<file path="src/rtl/vrx_pkg.sv">
package vrx_pkg;

  typedef enum logic [1:0] {
    MODE_ACTIVE   = 2'd0,
    MODE_BLANK    = 2'd1,
    MODE_FULL     = 2'd2,
    MODE_FULL_ALT = 2'd3
  } mode_e;

  // position inside a timing reference candidate
  typedef enum logic [1:0] {
    TRS_IDLE  = 2'd0,
    TRS_ONE   = 2'd1,
    TRS_TWO   = 2'd2,
    TRS_THREE = 2'd3
  } trs_pos_e;

  typedef struct packed {
    logic f;
    logic v;
    logic h;
  } trs_status_t;

endpackage

</file>
<file path="src/rtl/vrx_trs_detect.sv">
module vrx_trs_detect #(
  parameter int DATA_W = 8
) (
  input  logic                  clk,
  input  logic                  rst_n,
  input  logic                  step,
  input  logic [DATA_W-1:0]     word,
  output logic                  part,
  output logic                  hit,
  output vrx_pkg::trs_status_t  status
);
  import vrx_pkg::*;

  localparam logic [DATA_W-1:0] ONES = {DATA_W{1'b1}};
  localparam logic [DATA_W-1:0] ZERO = '0;
  localparam int F_BIT = DATA_W - 2;
  localparam int V_BIT = DATA_W - 3;
  localparam int H_BIT = DATA_W - 4;

  trs_pos_e pos_q, pos_d;

  always_comb begin
    pos_d = pos_q;
    part  = 1'b0;
    hit   = 1'b0;
    unique case (pos_q)
      TRS_IDLE: begin
        if (word == ONES) begin
          part  = 1'b1;
          pos_d = TRS_ONE;
        end
      end
      TRS_ONE, TRS_TWO: begin
        if (word == ZERO) begin
          part  = 1'b1;
          pos_d = (pos_q == TRS_ONE) ? TRS_TWO : TRS_THREE;
        end else if (word == ONES) begin
          part  = 1'b1;
          pos_d = TRS_ONE;
        end else begin
          pos_d = TRS_IDLE;
        end
      end
      TRS_THREE: begin
        part  = 1'b1;
        hit   = 1'b1;
        pos_d = TRS_IDLE;
      end
      default: pos_d = TRS_IDLE;
    endcase
  end

  always_ff @(posedge clk) begin
    if (!rst_n) begin
      pos_q <= TRS_IDLE;
    end else if (step) begin
      pos_q <= pos_d;
    end
  end

  assign status.f = word[F_BIT];
  assign status.v = word[V_BIT];
  assign status.h = word[H_BIT];

endmodule

</file>
<file path="src/rtl/vrx_region_track.sv">
module vrx_region_track #(
  parameter int LINE_W = 11
) (
  input  logic                 clk,
  input  logic                 rst_n,
  input  logic                 hit,
  input  vrx_pkg::trs_status_t status,
  input  logic [LINE_W-1:0]    line_limit,
  output logic                 locked,
  output logic                 lock_evt,
  output logic                 in_active,
  output logic                 line_ok,
  output logic                 vblank,
  output logic [LINE_W-1:0]    line_cnt
);

  logic prev_f;
  logic room;

  assign lock_evt = hit && !status.f && status.v && prev_f;
  assign room     = line_cnt < line_limit;

  always_ff @(posedge clk) begin
    if (!rst_n) begin
      locked    <= 1'b0;
      prev_f    <= 1'b0;
      vblank    <= 1'b0;
      in_active <= 1'b0;
      line_ok   <= 1'b0;
      line_cnt  <= '0;
    end else if (hit) begin
      prev_f <= status.f;
      vblank <= status.v;
      if (lock_evt) begin
        locked   <= 1'b1;
        line_cnt <= '0;
      end
      if (status.h) begin
        in_active <= 1'b0;
      end else begin
        in_active <= !status.v;
        if (!status.v) begin
          line_ok <= room;
          if (room) begin
            line_cnt <= line_cnt + 1'b1;
          end
        end
      end
    end
  end

endmodule

</file>
<file path="src/rtl/vrx_out_stage.sv">
module vrx_out_stage #(
  parameter int DATA_W = 8
) (
  input  logic              clk,
  input  logic              rst_n,
  input  logic              load,
  input  logic [DATA_W-1:0] din,
  input  logic              out_ready,
  output logic              out_valid,
  output logic [DATA_W-1:0] out_data,
  output logic              space
);

  assign space = !out_valid || out_ready;

  always_ff @(posedge clk) begin
    if (!rst_n) begin
      out_valid <= 1'b0;
      out_data  <= '0;
    end else if (load) begin
      out_valid <= 1'b1;
      out_data  <= din;
    end else if (out_ready) begin
      out_valid <= 1'b0;
    end
  end

endmodule

</file>
<file path="src/rtl/vid656_rx.sv">
module vid656_rx #(
  parameter int DATA_W = 8,
  parameter int LINE_W = 11
) (
  input  logic              clk,
  input  logic              rst_n,
  input  logic [1:0]        mode,
  input  logic [LINE_W-1:0] line_limit,
  input  logic              in_valid,
  output logic              in_ready,
  input  logic [DATA_W-1:0] in_data,
  output logic              out_valid,
  input  logic              out_ready,
  output logic [DATA_W-1:0] out_data
);
  import vrx_pkg::*;

  logic              accept;
  logic              part;
  logic              hit;
  trs_status_t       status;
  logic              locked;
  logic              lock_evt;
  logic              in_active;
  logic              line_ok;
  logic              vblank;
  logic [LINE_W-1:0] line_cnt;
  logic              fwd;
  logic              fire;

  assign accept = in_valid && in_ready;

  vrx_trs_detect #(.DATA_W(DATA_W)) u_detect (
    .clk    (clk),
    .rst_n  (rst_n),
    .step   (accept),
    .word   (in_data),
    .part   (part),
    .hit    (hit),
    .status (status)
  );

  vrx_region_track #(.LINE_W(LINE_W)) u_region (
    .clk        (clk),
    .rst_n      (rst_n),
    .hit        (accept && hit),
    .status     (status),
    .line_limit (line_limit),
    .locked     (locked),
    .lock_evt   (lock_evt),
    .in_active  (in_active),
    .line_ok    (line_ok),
    .vblank     (vblank),
    .line_cnt   (line_cnt)
  );

  always_comb begin
    unique case (mode_e'(mode))
      MODE_ACTIVE: fwd = locked && in_active && line_ok && !part;
      MODE_BLANK:  fwd = locked && vblank && !part;
      default:     fwd = locked;
    endcase
  end

  assign fire = accept && fwd;

  vrx_out_stage #(.DATA_W(DATA_W)) u_out (
    .clk       (clk),
    .rst_n     (rst_n),
    .load      (fire),
    .din       (in_data),
    .out_ready (out_ready),
    .out_valid (out_valid),
    .out_data  (out_data),
    .space     (in_ready)
  );

endmodule

</file>
<file path="config.mk">
export PLATFORM = sky130hd
export DESIGN_NAME = vid656_rx
export DESIGN_NICKNAME = d
export VERILOG_FILES = /design/src/rtl/vrx_pkg.sv /design/src/rtl/vrx_trs_detect.sv /design/src/rtl/vrx_region_track.sv /design/src/rtl/vrx_out_stage.sv /design/src/rtl/vid656_rx.sv
export SDC_FILE = /design/constraint.sdc
export NUM_CORES = 1
export LEC_CHECK = 0
export ABC_CLOCK_PERIOD_IN_PS = 4200
export BUFFER_PORTS_ARGS = -buffer_cell sky130_fd_sc_hd__buf_2
export CORE_UTILIZATION = 58
export CTS_CLUSTER_DIAMETER = 150
export DETAILED_ROUTE_END_ITERATION = 7
export HOLD_SLACK_MARGIN = 0.06
export PLACE_DENSITY_LB_ADDON = 0.2
export SYNTH_ARGS = -nofsm -noshare
export SYNTH_HDL_FRONTEND = slang
export SYNTH_SLANG_ARGS = --single-unit
</file>
<file path="constraint.sdc">
create_clock -name clk -period 4.2 [get_ports clk]
set_input_delay 0.21 -clock clk [delete_from_list [all_inputs] [get_ports clk]]
set_output_delay 0.21 -clock clk [all_outputs]
set_load 0.05 [all_outputs]
</file>
==> results of run 1 <==
## how the worst max path moves through the flow
stage	start	end	slack, ns	cells after the start
global route	u_region.line_cnt[2]	u_region.line_cnt[7]	1.58	7
floorplan	u_out.out_valid	u_region.line_cnt[4]	2.22	6
finish	u_region.line_cnt[2]	u_region.line_cnt[3]	1.86	7
global placement	u_region.line_cnt[6]	u_region.line_cnt[3]	2.02	7
detailed placement	u_region.line_cnt[2]	u_region.line_cnt[3]	1.90	7
CTS	u_region.line_cnt[2]	u_region.line_cnt[3]	1.89	7
## layer usage
metal  vias up  global-route usage
met5         -                   0
met4         0               0.100
met3         5              0.0233
met2        40               0.398
met1       696               0.325
li1        776                   -
## metrics by stage
step           utilization  total power (W)  std cells  area, µm²
5_1_grt              0.684         0.000428        264       1870
2_1_floorplan            -         0.000280        203       1670
6_report             0.684         0.000418        264       1870
3_5_place_dp         0.673         0.000298        260       1840
4_1_cts              0.684         0.000416        264       1870
3_3_place_gp         0.673         0.000296        260       1840
## cell families (layout without fill, tap and decap cells)
group / count (synthesis) / in the layout
flip-flops: 27 / 27
AO/OA/AOI/OAI: 34 / 34
multiplexers: 13 / 13
buffers and inverters: 28 / 58
adder cells (fa/ha/maj): 15 / 15
AND/OR/NAND/NOR: 86 / 86
## flip-flops by register name (all words and copies together), names as in the netlist
signal,cells
u_region.line_ok,1
u_region.line_cnt,11
u_region.vblank,1
u_region.locked,1
u_detect.pos_q,2
u_out.out_data,8
u_region.in_active,1
u_out.out_valid,1
u_region.prev_f,1
## final cells by class
cell class                      instances  area, µm²
Multi-Input combinational cell        148       1010
Fill cell                             251        865
Sequential cell                        27        541
Timing Repair Buffer                   34        170
Inverter                               20       75.1
Tap cell                               31       38.8
Clock buffer                            3       22.5
Clock inverter                          1       7.51
## critical path: stages, from the launching register on
cell and delay (ns):
dfxtp_1 0.45, ha_1 0.28, a21oi_1 0.15, o21ai_0 0.10, a31oi_1 0.25, o21ai_1 0.36, and2_4 0.31, a311o_1 0.35
## placed cells by master (no fill, tap or decap), types with 2 or more instances in the layout
cell type / Yosys / final
nand2_1: 31 / 31
ha_1: 15 / 15
nand3_1: 8 / 8
inv_1: 20 / 20
o32ai_1: 3 / 3
nor2_1: 7 / 7
nor4_1: 2 / 2
o21ai_0: 4 / 4
nand3b_1: 4 / 4
and3_1: 6 / 6
o21ai_1: 2 / 2
a31oi_1: 3 / 3
nand4_1: 4 / 4
a311o_1: 3 / 3
buf_2: 2 / 34
a21oi_1: 10 / 10
mux2i_1: 12 / 12
or3_1: 2 / 2
clkbuf_4: 0 / 3
nor4b_1: 3 / 3
dfxtp_1: 27 / 27
o211ai_1: 2 / 2
nor3_1: 7 / 7
## power breakdown
group | internal [W] | leakage [nW] | total (W) | switching (W)
Combinational | 0.0000144 | 0.616 | 0.0000361 | 0.0000217
Clock | 0.0000366 | 0.0139 | 0.000126 | 0.0000892
Sequential | 0.000256 | 0.217 | 0.000256 | 0.0000000450
Total | 0.000307 | 0.847 | 0.000418 | 0.000111
==> flow_summary_export.csv, run 1 <==
group,metric,value,unit
status,status,"finished clean",
clocking,worstSkewPairLatency,0.35,ns
route,wl_met2,1.67,mm
clocking,h-tree-depth,1,
route,post_drt_wl_per_cell,13.5,µm
worst_setup_path,cp-start-kind,"flop",
job,cap_violations,0,
global_routing,grt_overflow,0,
timing,hold_viol,0,
timing,skew,0.0154,ns
place,gp_congestion,0.813,
clocking,clock-sinks,27,
timing,final.min_clock_period,2.34,ns
timing,worst_slew_pin_slew,1.06,ns
worst_setup_path,critPathMaxFanout,14,
route,first_pass_iters,4,
global_routing,grt.total_usage,0.241,
timing,setup_viol,0,
synthesis,synth.distinct_cells,45,
timing,grt_setup_unrepaired,"no",
pwr,p_leak,0.847,nW
clocking,cts_tree,"built",
finish,drive_gt1_frac,0.202,
clocking,clockRootBuffer,"clkbuf_4",
route,drc_errors,0,
place,dp_slack,1.90,ns
synthesis,synth-seq-cells,27,
place,place_hpwl,2.71,mm
synthesis,syn_area_per_cell,8.21,µm²
synthesis,yosysMostFrequentCell,"nand2_1",
timing,relSlewSlack,0.295,
worst_hold_path,hp-start,"in_data[1]",
global_routing,grt_first_pass_wirelength,5.99,mm
die,die-area,3090,µm²
die,dieWidth,55.6,µm
worst_hold_path,hp-class,"primary input to flop",
clocking,hold_buffers,0,
clocking,ctsResizeCount,0,
worst_setup_path,r2r_start,"u_region.line_cnt[2]",
synthesis,yosysTopAreaCell,"dfxtp_1",
route,drt-vias-per-instance,5.75,
finish,nNetsFinal,274,
synthesis,yosysSeqAreaShare,0.324,
timing,max_freq,427,MHz
synthesis,synth-xor-area-share,0,
clocking,cts_buffers,3,
route,wl_met1,1.69,mm
synthesis,syn_area,1670,µm²
timing,setup_slack,1.86,ns
worst_hold_path,holdPathStages,3,
synthesis,muxShareOfSynthArea,0.0788,
synthesis,synthArstFlopShare,0,
route,highest_layer,"met4",
worst_hold_path,worstHoldEndpoint,"u_out.out_data[1]",
timing,finalSetupTns,0,ns
timing,finalMaxSlewViolations,0,
die,die_h,55.6,µm
synthesis,synth_top_area_frac,0.324,
synthesis,netlist_top_cells_area,"dfxtp_1 32%, ha_1 11%, mux2i_1 7.2%",
synthesis,yosys_most_used_dff,"dfxtp_1",
synthesis,synth_edf_count,0,
finish,num_antenna_cells,0,
synthesis,synth_compound_gate_area_share,0.135,
route,finalWirelength,3.55,mm
worst_setup_path,path_class,"flop to flop",
worst_setup_path,r2r_slack,1.86,ns
pwr,power-per-cell-area,224,nW/µm²
timing,min_period_over_period,0.558,
synthesis,syn-instance-count,203,
synthesis,synth_top_family_by_area,"simple AND/OR/NAND/NOR gates",
clocking,path_clk_slew,0.17,ns
route,detail-route-antenna-nets,0,
global_routing,antenna_found_initial,0,
place,portBuffers,34,
worst_setup_path,cp.required,4.44,ns
clocking,clock_path_buffers,2,
timing,hold_slack,0.104,ns
route,vias,1517,
die,num_rows,19,
clocking,post-cts-setup-buffers,0,
route,dr_wl_met3,143,µm
worst_setup_path,r2r_cells,7,
synthesis,synth-simple-area-share,0.282,
global_routing,grt_max_degree,36,
die,design.core.area,2730,µm²
worst_setup_path,crit_arrival,2.59,ns
worst_setup_path,r2r_end,"u_region.line_cnt[3]",
finish,areaGrowthSynthToFinish,12.2,%
synthesis,yosys.area_share.adder,0.113,
global_routing,grt_pass1_vias,1360,
synthesis,syn-num-nets,243,
synthesis,yosysWarnings,0,
route,first_iter_violations,65,
synthesis,ys_top_cells_by_count,"31 x nand2_1, 27 x dfxtp_1, 20 x inv_1, 15 x ha_1, 12 x mux2i_1",
worst_setup_path,worstSetupEndpointType,"flop",
pwr,ir_drop,222,µV
die,num_io_pins,35,
die,floorplan.initialDensity,0.610,
No activity file was read; power rests on OpenSTA's default activity.
==> inputs of run 2 (changes only) <==
- ABC_CLOCK_PERIOD_IN_PS: 4200 -> 2400
- CORE_UTILIZATION: 58 -> 54
- clock period: 4.2 -> 2.4 ns (I/O delays scaled with it)
==> run 2 against run 1 <==
Effect of this change:
- the run now ends with design-rule violations left
- clock skew is 0.010 ns lower
- core utilization rose by 0.75 points
- global-route usage shrank 2.5 points
- clock-buffer cell count is the same
- maximum frequency up 6.5%
- via count decreased by 0.66%
- register-to-register slack worse by 1.7 ns
- clock power up 66%
- setup slack got worse by 1.7 ns
- cell count increased by 3.4%
- first-iteration DRC count decreased by 23%
- largest cell class unchanged
- highest routed layer unchanged
==> flow_summary_export.csv, run 2 (same netlist as run 1, synthesis figures left out) <==
group,metric,value,unit
route,post_drt_wl_per_cell,12.4,µm
job,cap_violations,0,
finish,layout_common_cells,"34 x buf_2, 31 x nand2_1, 27 x dfxtp_1",
place,gp_congestion,0.829,
route,vias,1507,
clocking,clockRootBuffer,"clkbuf_4",
worst_setup_path,critPathMaxFanout,8,
pwr,seq_power_share,0.614,
finish,multi_input_area,1020,µm²
finish,num_antenna_cells,0,
route,first_pass_iters,6,
timing,final.min_clock_period,2.20,ns
finish,top_register,"u_region.line_cnt",
worst_setup_path,r2r_slack,0.20,ns
timing,worst_slew_pin_slew,1.06,ns
worst_setup_path,cpPeakStageDelay,0.44,ns
pwr,swShare,0.253,
global_routing,grt_overflow,0,
die,dieWidth,57.6,µm
worst_hold_path,hp-class,"primary input to flop",
clocking,h-tree-depth,1,
place,place_hpwl,2.46,mm
timing,finalMaxSlewViolations,0,
route,wl_met2,1.47,mm
timing,hold_viol,0,
clocking,clock_path_buffers,2,
pwr,p_leak,0.886,nW
global_routing,grt_first_pass_wirelength,5.66,mm
place,portBuffers,34,
finish,final_util,0.691,
worst_hold_path,hp-start,"in_data[4]",
worst_setup_path,crit_arrival,2.47,ns
finish,layout_commonest_cell,"buf_2",
pwr,p_switching,0.000185,W
clocking,path_clk_slew,0.16,ns
worst_setup_path,r2r_cells,7,
global_routing,grt_pass1_vias,1323,
finish,num-fill-cells,228,
finish,nNetsFinal,283,
route,detail-route-antenna-nets,0,
route,drc_errors,3,
clocking,cts_buffers,3,
worst_setup_path,r2r_start,"u_region.line_cnt[2]",
worst_setup_path,crit_top_cell,"a31oi_1",
die,floorplan.initialDensity,0.589,
worst_hold_path,holdPathStages,3,
route,highest_layer,"met4",
timing,min_period_over_period,0.917,
worst_hold_path,worstHoldEndpoint,"u_out.out_data[4]",
pwr,power.share.clock,0.286,
timing,max_freq,454,MHz
die,die-area,3310,µm²
timing,relSlewSlack,0.296,
global_routing,antenna_found_initial,0,
pwr,combPwrFrac,0.100,
global_routing,grt.total_usage,0.216,
worst_setup_path,slowest_stage,"dfxtp_1",
place,dp_cells,263,
clocking,worstSkewPairLatency,0.33,ns
route,dr_wl_met3,140,µm
route,finalWirelength,3.39,mm
route,drt-vias-per-instance,5.52,
die,num_io_pins,35,
finish,fin_cells,273,
pwr,ir_drop,349,µV
finish,ff_latch_area,541,µm²
route,first_iter_violations,50,
worst_setup_path,path_class,"flop to flop",
status,violations,"design-rule violations",
worst_setup_path,r2r_end,"u_region.line_cnt[9]",
timing,hold_slack,0.0684,ns
finish,largest_register_ffs,11,
worst_setup_path,worstSetupEndpointType,"flop",
worst_setup_path,crit_chain,"ha_1 -> a21oi_1 -> o21ai_0 -> a31oi_1 -> o21ai_1 -> or3_1 -> a31oi_1",
status,status,"complete, but fails checks",
die,num_rows,19,
pwr,power-per-cell-area,374,nW/µm²
timing,setup_viol,0,
global_routing,grt_max_degree,35,
timing,finalSetupTns,0,ns
finish,areaGrowthSynthToFinish,17.3,%
timing,grt_setup_unrepaired,"no",
clocking,clock-sinks,27,
clocking,cts_tree,"built",
worst_setup_path,cp.required,2.67,ns
finish,drive_gt1_frac,0.211,
route,wl_met1,1.76,mm
die,design.core.area,2830,µm²
worst_setup_path,cp-start-kind,"flop",
die,die_h,57.6,µm
pwr,p_int,0.000546,W
timing,skew,0.00493,ns
finish,reg_top3,"u_region.line_cnt: 11 flops, u_out.out_data: 8 flops, u_detect.pos_q: 2 flops",
==> run 2: cell count changes in the layout (fill, tap and decap cells not counted) <==
cell           previous run  this run
o21ai_1                   2         1
dlygate4sd3_1             0         6
buf_4                     0         3
o21ai_2                   0         1
==> run 2: final cells by class <==
cell class | count | share of cell area
clock buffers | 3 | 0.0115
clock inverters | 1 | 0.00384
inverters | 20 | 0.0384
multi-input cells | 148 | 0.521
flip-flops and latches | 27 | 0.276
well taps | 31 | 0.0198
repair buffers | 43 | 0.129
==> run 2: what timing repair did <==
action                     CTS  global route
hold endpoints to repair     5             1
buffers inserted             0             0
setup endpoints to repair    0             1
hold buffers                 5             1
gates resized for setup      0             1
==> run 2: power groups by stage <==
stage                     Combinational [W]  Clock [W]  Sequential, W
after floorplan                   0.0000313          0       0.000458
after global placement            0.0000638          0       0.000458
after detailed placement          0.0000648          0       0.000458
after CTS                         0.0000713   0.000214       0.000449
after global routing              0.0000811   0.000234       0.000449
final                             0.0000731   0.000209       0.000449
==> run 2: metrics by stage <==
stage / worst slack, ns / power, W / instance area [µm²]
final: 0.199 / 0.000731 / 1960
after detailed placement: 0.212 / 0.000523 / 1860
after CTS: 0.195 / 0.000734 / 1940
after floorplan: 0.422 / 0.000490 / 1670
after global routing: 0.0350 / 0.000764 / 1960
after global placement: 0.258 / 0.000522 / 1860
==> run 2: worst max-delay path by stage <==
stage                      endpoint  slack [ns]  cells after the start            startpoint
6_report       u_region.line_cnt[9]        0.20                      7  u_region.line_cnt[2]
5_1_grt        u_region.line_cnt[9]        0.04                      7  u_region.line_cnt[2]
4_1_cts        u_region.line_cnt[3]        0.20                      7  u_region.line_cnt[2]
3_5_place_dp   u_region.line_cnt[3]        0.21                      7  u_region.line_cnt[2]
3_3_place_gp   u_region.line_cnt[3]        0.26                      7  u_region.line_cnt[2]
2_1_floorplan  u_region.line_cnt[4]        0.42                      6       u_out.out_valid
==> run 2: critical path: cells and delay by family (launching register included) <==
| kind | cells | cell delay [ns] |
|---|---|---|
| flops | 1 | 0.44 |
| fa+ha+maj | 1 | 0.28 |
| compound gates | 5 | 1.03 |
| simple gates | 1 | 0.40 |
==> run 2: layer usage <==
metal	vias to the layer above	track usage
met5	-	0
met4	0	0.0627
met3	2	0.0204
met2	41	0.349
met1	664	0.306
li1	800	-
==> inputs of run 3 (changes only) <==
- ABC_AREA: unset -> 1
- CORE_UTILIZATION: 54 -> 56
==> run 3 against run 2 <==
Effect of this change:
- critical endpoint is now u_region.line_cnt[7]
- largest cell class unchanged
- register-to-register slack better by 0.35 ns
- clock-buffer cell count stayed put
- sequential power is 1% higher
- sequential share of layout area is 3.2 points lower
- the run now ends clean
- global-route usage is 2.2 points higher
==> flow_summary_export.csv, run 3 <==
group,metric,value,unit
status,status,"finished clean",
timing,setup_slack,0.553,ns
synthesis,synth_top_area_frac,0.274,
global_routing,grt_max_degree,22,
worst_setup_path,worstSetupEndpointType,"flop",
timing,min_period_over_period,0.770,
timing,hold_viol,0,
timing,final.min_clock_period,1.85,ns
clocking,cts_tree,"built",
job,cap_violations,0,
clocking,h-tree-depth,1,
pwr,p_leak,1.04,nW
place,portBuffers,34,
synthesis,synth-seq-cells,27,
synthesis,synth_edf_count,0,
timing,finalMaxSlewViolations,0,
worst_setup_path,critPathMaxFanout,6,
route,first_iter_violations,134,
timing,relSlewSlack,0.517,
global_routing,antenna_found_initial,0,
route,detail-route-antenna-nets,0,
synthesis,yosysSeqAreaShare,0.274,
worst_setup_path,path_class,"flop to flop",
finish,nNetsFinal,364,
worst_hold_path,hp-class,"primary input to flop",
finish,reg_top3,"u_region.line_cnt: 11 flops, u_out.out_data: 8 flops, u_detect.pos_q: 2 flops",
route,highest_layer,"met4",
finish,largest_register_ffs,11,
synthesis,ys_top_cells_by_count,"59 x nand2_1, 41 x inv_1, 29 x nor2_1, 27 x dfxtp_1, 26 x nand3_1",
route,vias,1823,
global_routing,grt.total_usage,0.238,
synthesis,synthArstFlopShare,0,
die,num_io_pins,35,
pwr,ir_drop,222,µV
place,gp_congestion,0.955,
worst_setup_path,crit_arrival,2.14,ns
clocking,clockRootBuffer,"clkbuf_4",
synthesis,syn_area_per_cell,6.87,µm²
timing,skew,0.00178,ns
die,floorplan.initialDensity,0.586,
finish,areaGrowthSynthToFinish,12.3,%
clocking,post-cts-setup-buffers,0,
place,post_dp_cell_area,2170,µm²
timing,max_freq,541,MHz
timing,grt_setup_unrepaired,"no",
timing,finalSetupTns,0,ns
worst_setup_path,cp-start-kind,"flop",
synthesis,yosysWarnings,0,
finish,layout_common_cells,"59 x nand2_1, 41 x inv_1, 34 x buf_2",
die,die_h,61.3,µm
synthesis,syn_area,1970,µm²
synthesis,yosys_most_used_dff,"dfxtp_1",
global_routing,grt_pass1_vias,1525,
route,drt-vias-per-instance,4.94,
timing,worst_slew_pin_slew,0.724,ns
place,dp_slack,0.593,ns
die,die-area,3760,µm²
worst_setup_path,cp.required,2.70,ns
clocking,clock_path_buffers,2,
synthesis,yosysMostFrequentCell,"nand2_1",
finish,drive_gt1_frac,0.263,
clocking,worstSkewPairLatency,0.34,ns
route,wl_met1,2.03,mm
finish,layout_commonest_cell,"nand2_1",
route,dr_wl_met3,166,µm
finish,top_register,"u_region.line_cnt",
synthesis,synth.distinct_cells,31,
pwr,power-per-cell-area,358,nW/µm²
die,design.core.area,3360,µm²
synthesis,syn-num-nets,327,
synthesis,yosysTopAreaCell,"dfxtp_1",
finish,stdcell_area,2210,µm²
route,wl_met2,1.83,mm
global_routing,grt_first_pass_wirelength,6.61,mm
die,num_rows,21,
global_routing,grt_overflow,0,
route,first_pass_iters,4,
finish,num_antenna_cells,0,
timing,setup_viol,0,
clocking,clock-sinks,27,
clocking,path_clk_slew,0.16,ns
place,place_hpwl,3.16,mm
worst_setup_path,r2r_slack,0.55,ns
route,finalWirelength,4.08,mm
die,dieWidth,61.3,µm
clocking,cts_buffers,3,
route,post_drt_wl_per_cell,11.1,µm
route,drc_errors,0,
synthesis,syn-instance-count,287,
synthesis,netlist_top_cells_area,"dfxtp_1 27%, nand2_1 11%, ha_1 9.5%",
## run 3: repair_timing
item,CTS,global route
endpoints found under the hold margin,1,0
resized for setup,0,0
hold buffers,1,0
## run 3: cell families (layout without fill, tap and decap cells)
group / Yosys count / in the layout / synth area share
AOI/OAI and AO/OA: 39 / 39 / 0.121
and+or+nand+nor: 154 / 154 / 0.400
adders and majority gates: 15 / 15 / 0.0952
DFF: 27 / 27 / 0.274
buffers and inverters: 52 / 88 / 0.109
## run 3: metrics by stage
stage	power, W	hold WS (ns)	instances	utilization
2_1_floorplan	0.000549	0.312	287	-
3_3_place_gp	0.000583	0.419	364	0.646
3_5_place_dp	0.000583	0.418	364	0.646
4_1_cts	0.000799	0.0944	369	0.658
5_1_grt	0.000837	0.102	369	0.658
6_report	0.000791	0.108	369	0.658
## run 3: worst max-delay path, stage by stage, from the launching register on
cell and delay, ns:
dfxtp_1 0.47, ha_1 0.29, a21oi_1 0.25, o21ai_0 0.12
nand2_1 0.13, nand3_1 0.14, nor2_4 0.16, nand2_1 0.07
nand2_1 0.06, nand2_1 0.04, nor2_1 0.08
## run 3: cell type report
class                   count  area (µm²)
flip-flops and latches     27         541
clock inverters             1        7.51
fillers                   332        1150
well taps                  46        57.6
clock buffers               3        22.5
inverters                  48         181
repair buffers             36         188
multi-input cells         208        1210
## run 3: layer usage
layer / vias to the layer above / global-route usage
met5: - / 0
met4: 0 / 0.0584
met3: 6 / 0.0252
met2: 48 / 0.373
met1: 777 / 0.347
li1: 992 / -
## run 3: worst paths after layout
| path | start | end | cells past startpoint |
|---|---|---|---|
| worst max-delay path | u_region.line_cnt[4] | u_region.line_cnt[7] | 10 |
| worst min-delay path | in_data[1] | u_out.out_data[1] | 5 |
| worst max register to register | u_region.line_cnt[4] | u_region.line_cnt[7] | 10 |
| worst min register to register | u_region.vblank | u_region.vblank | 2 |
## run 3: report_power, final
part | switching [W] | total [W] | internal (W) | leakage (nW)
Sequential | 0.00000277 | 0.000455 | 0.000452 | 0.217
Clock | 0.000152 | 0.000216 | 0.0000641 | 0.0139
Combinational | 0.0000749 | 0.000120 | 0.0000455 | 0.812
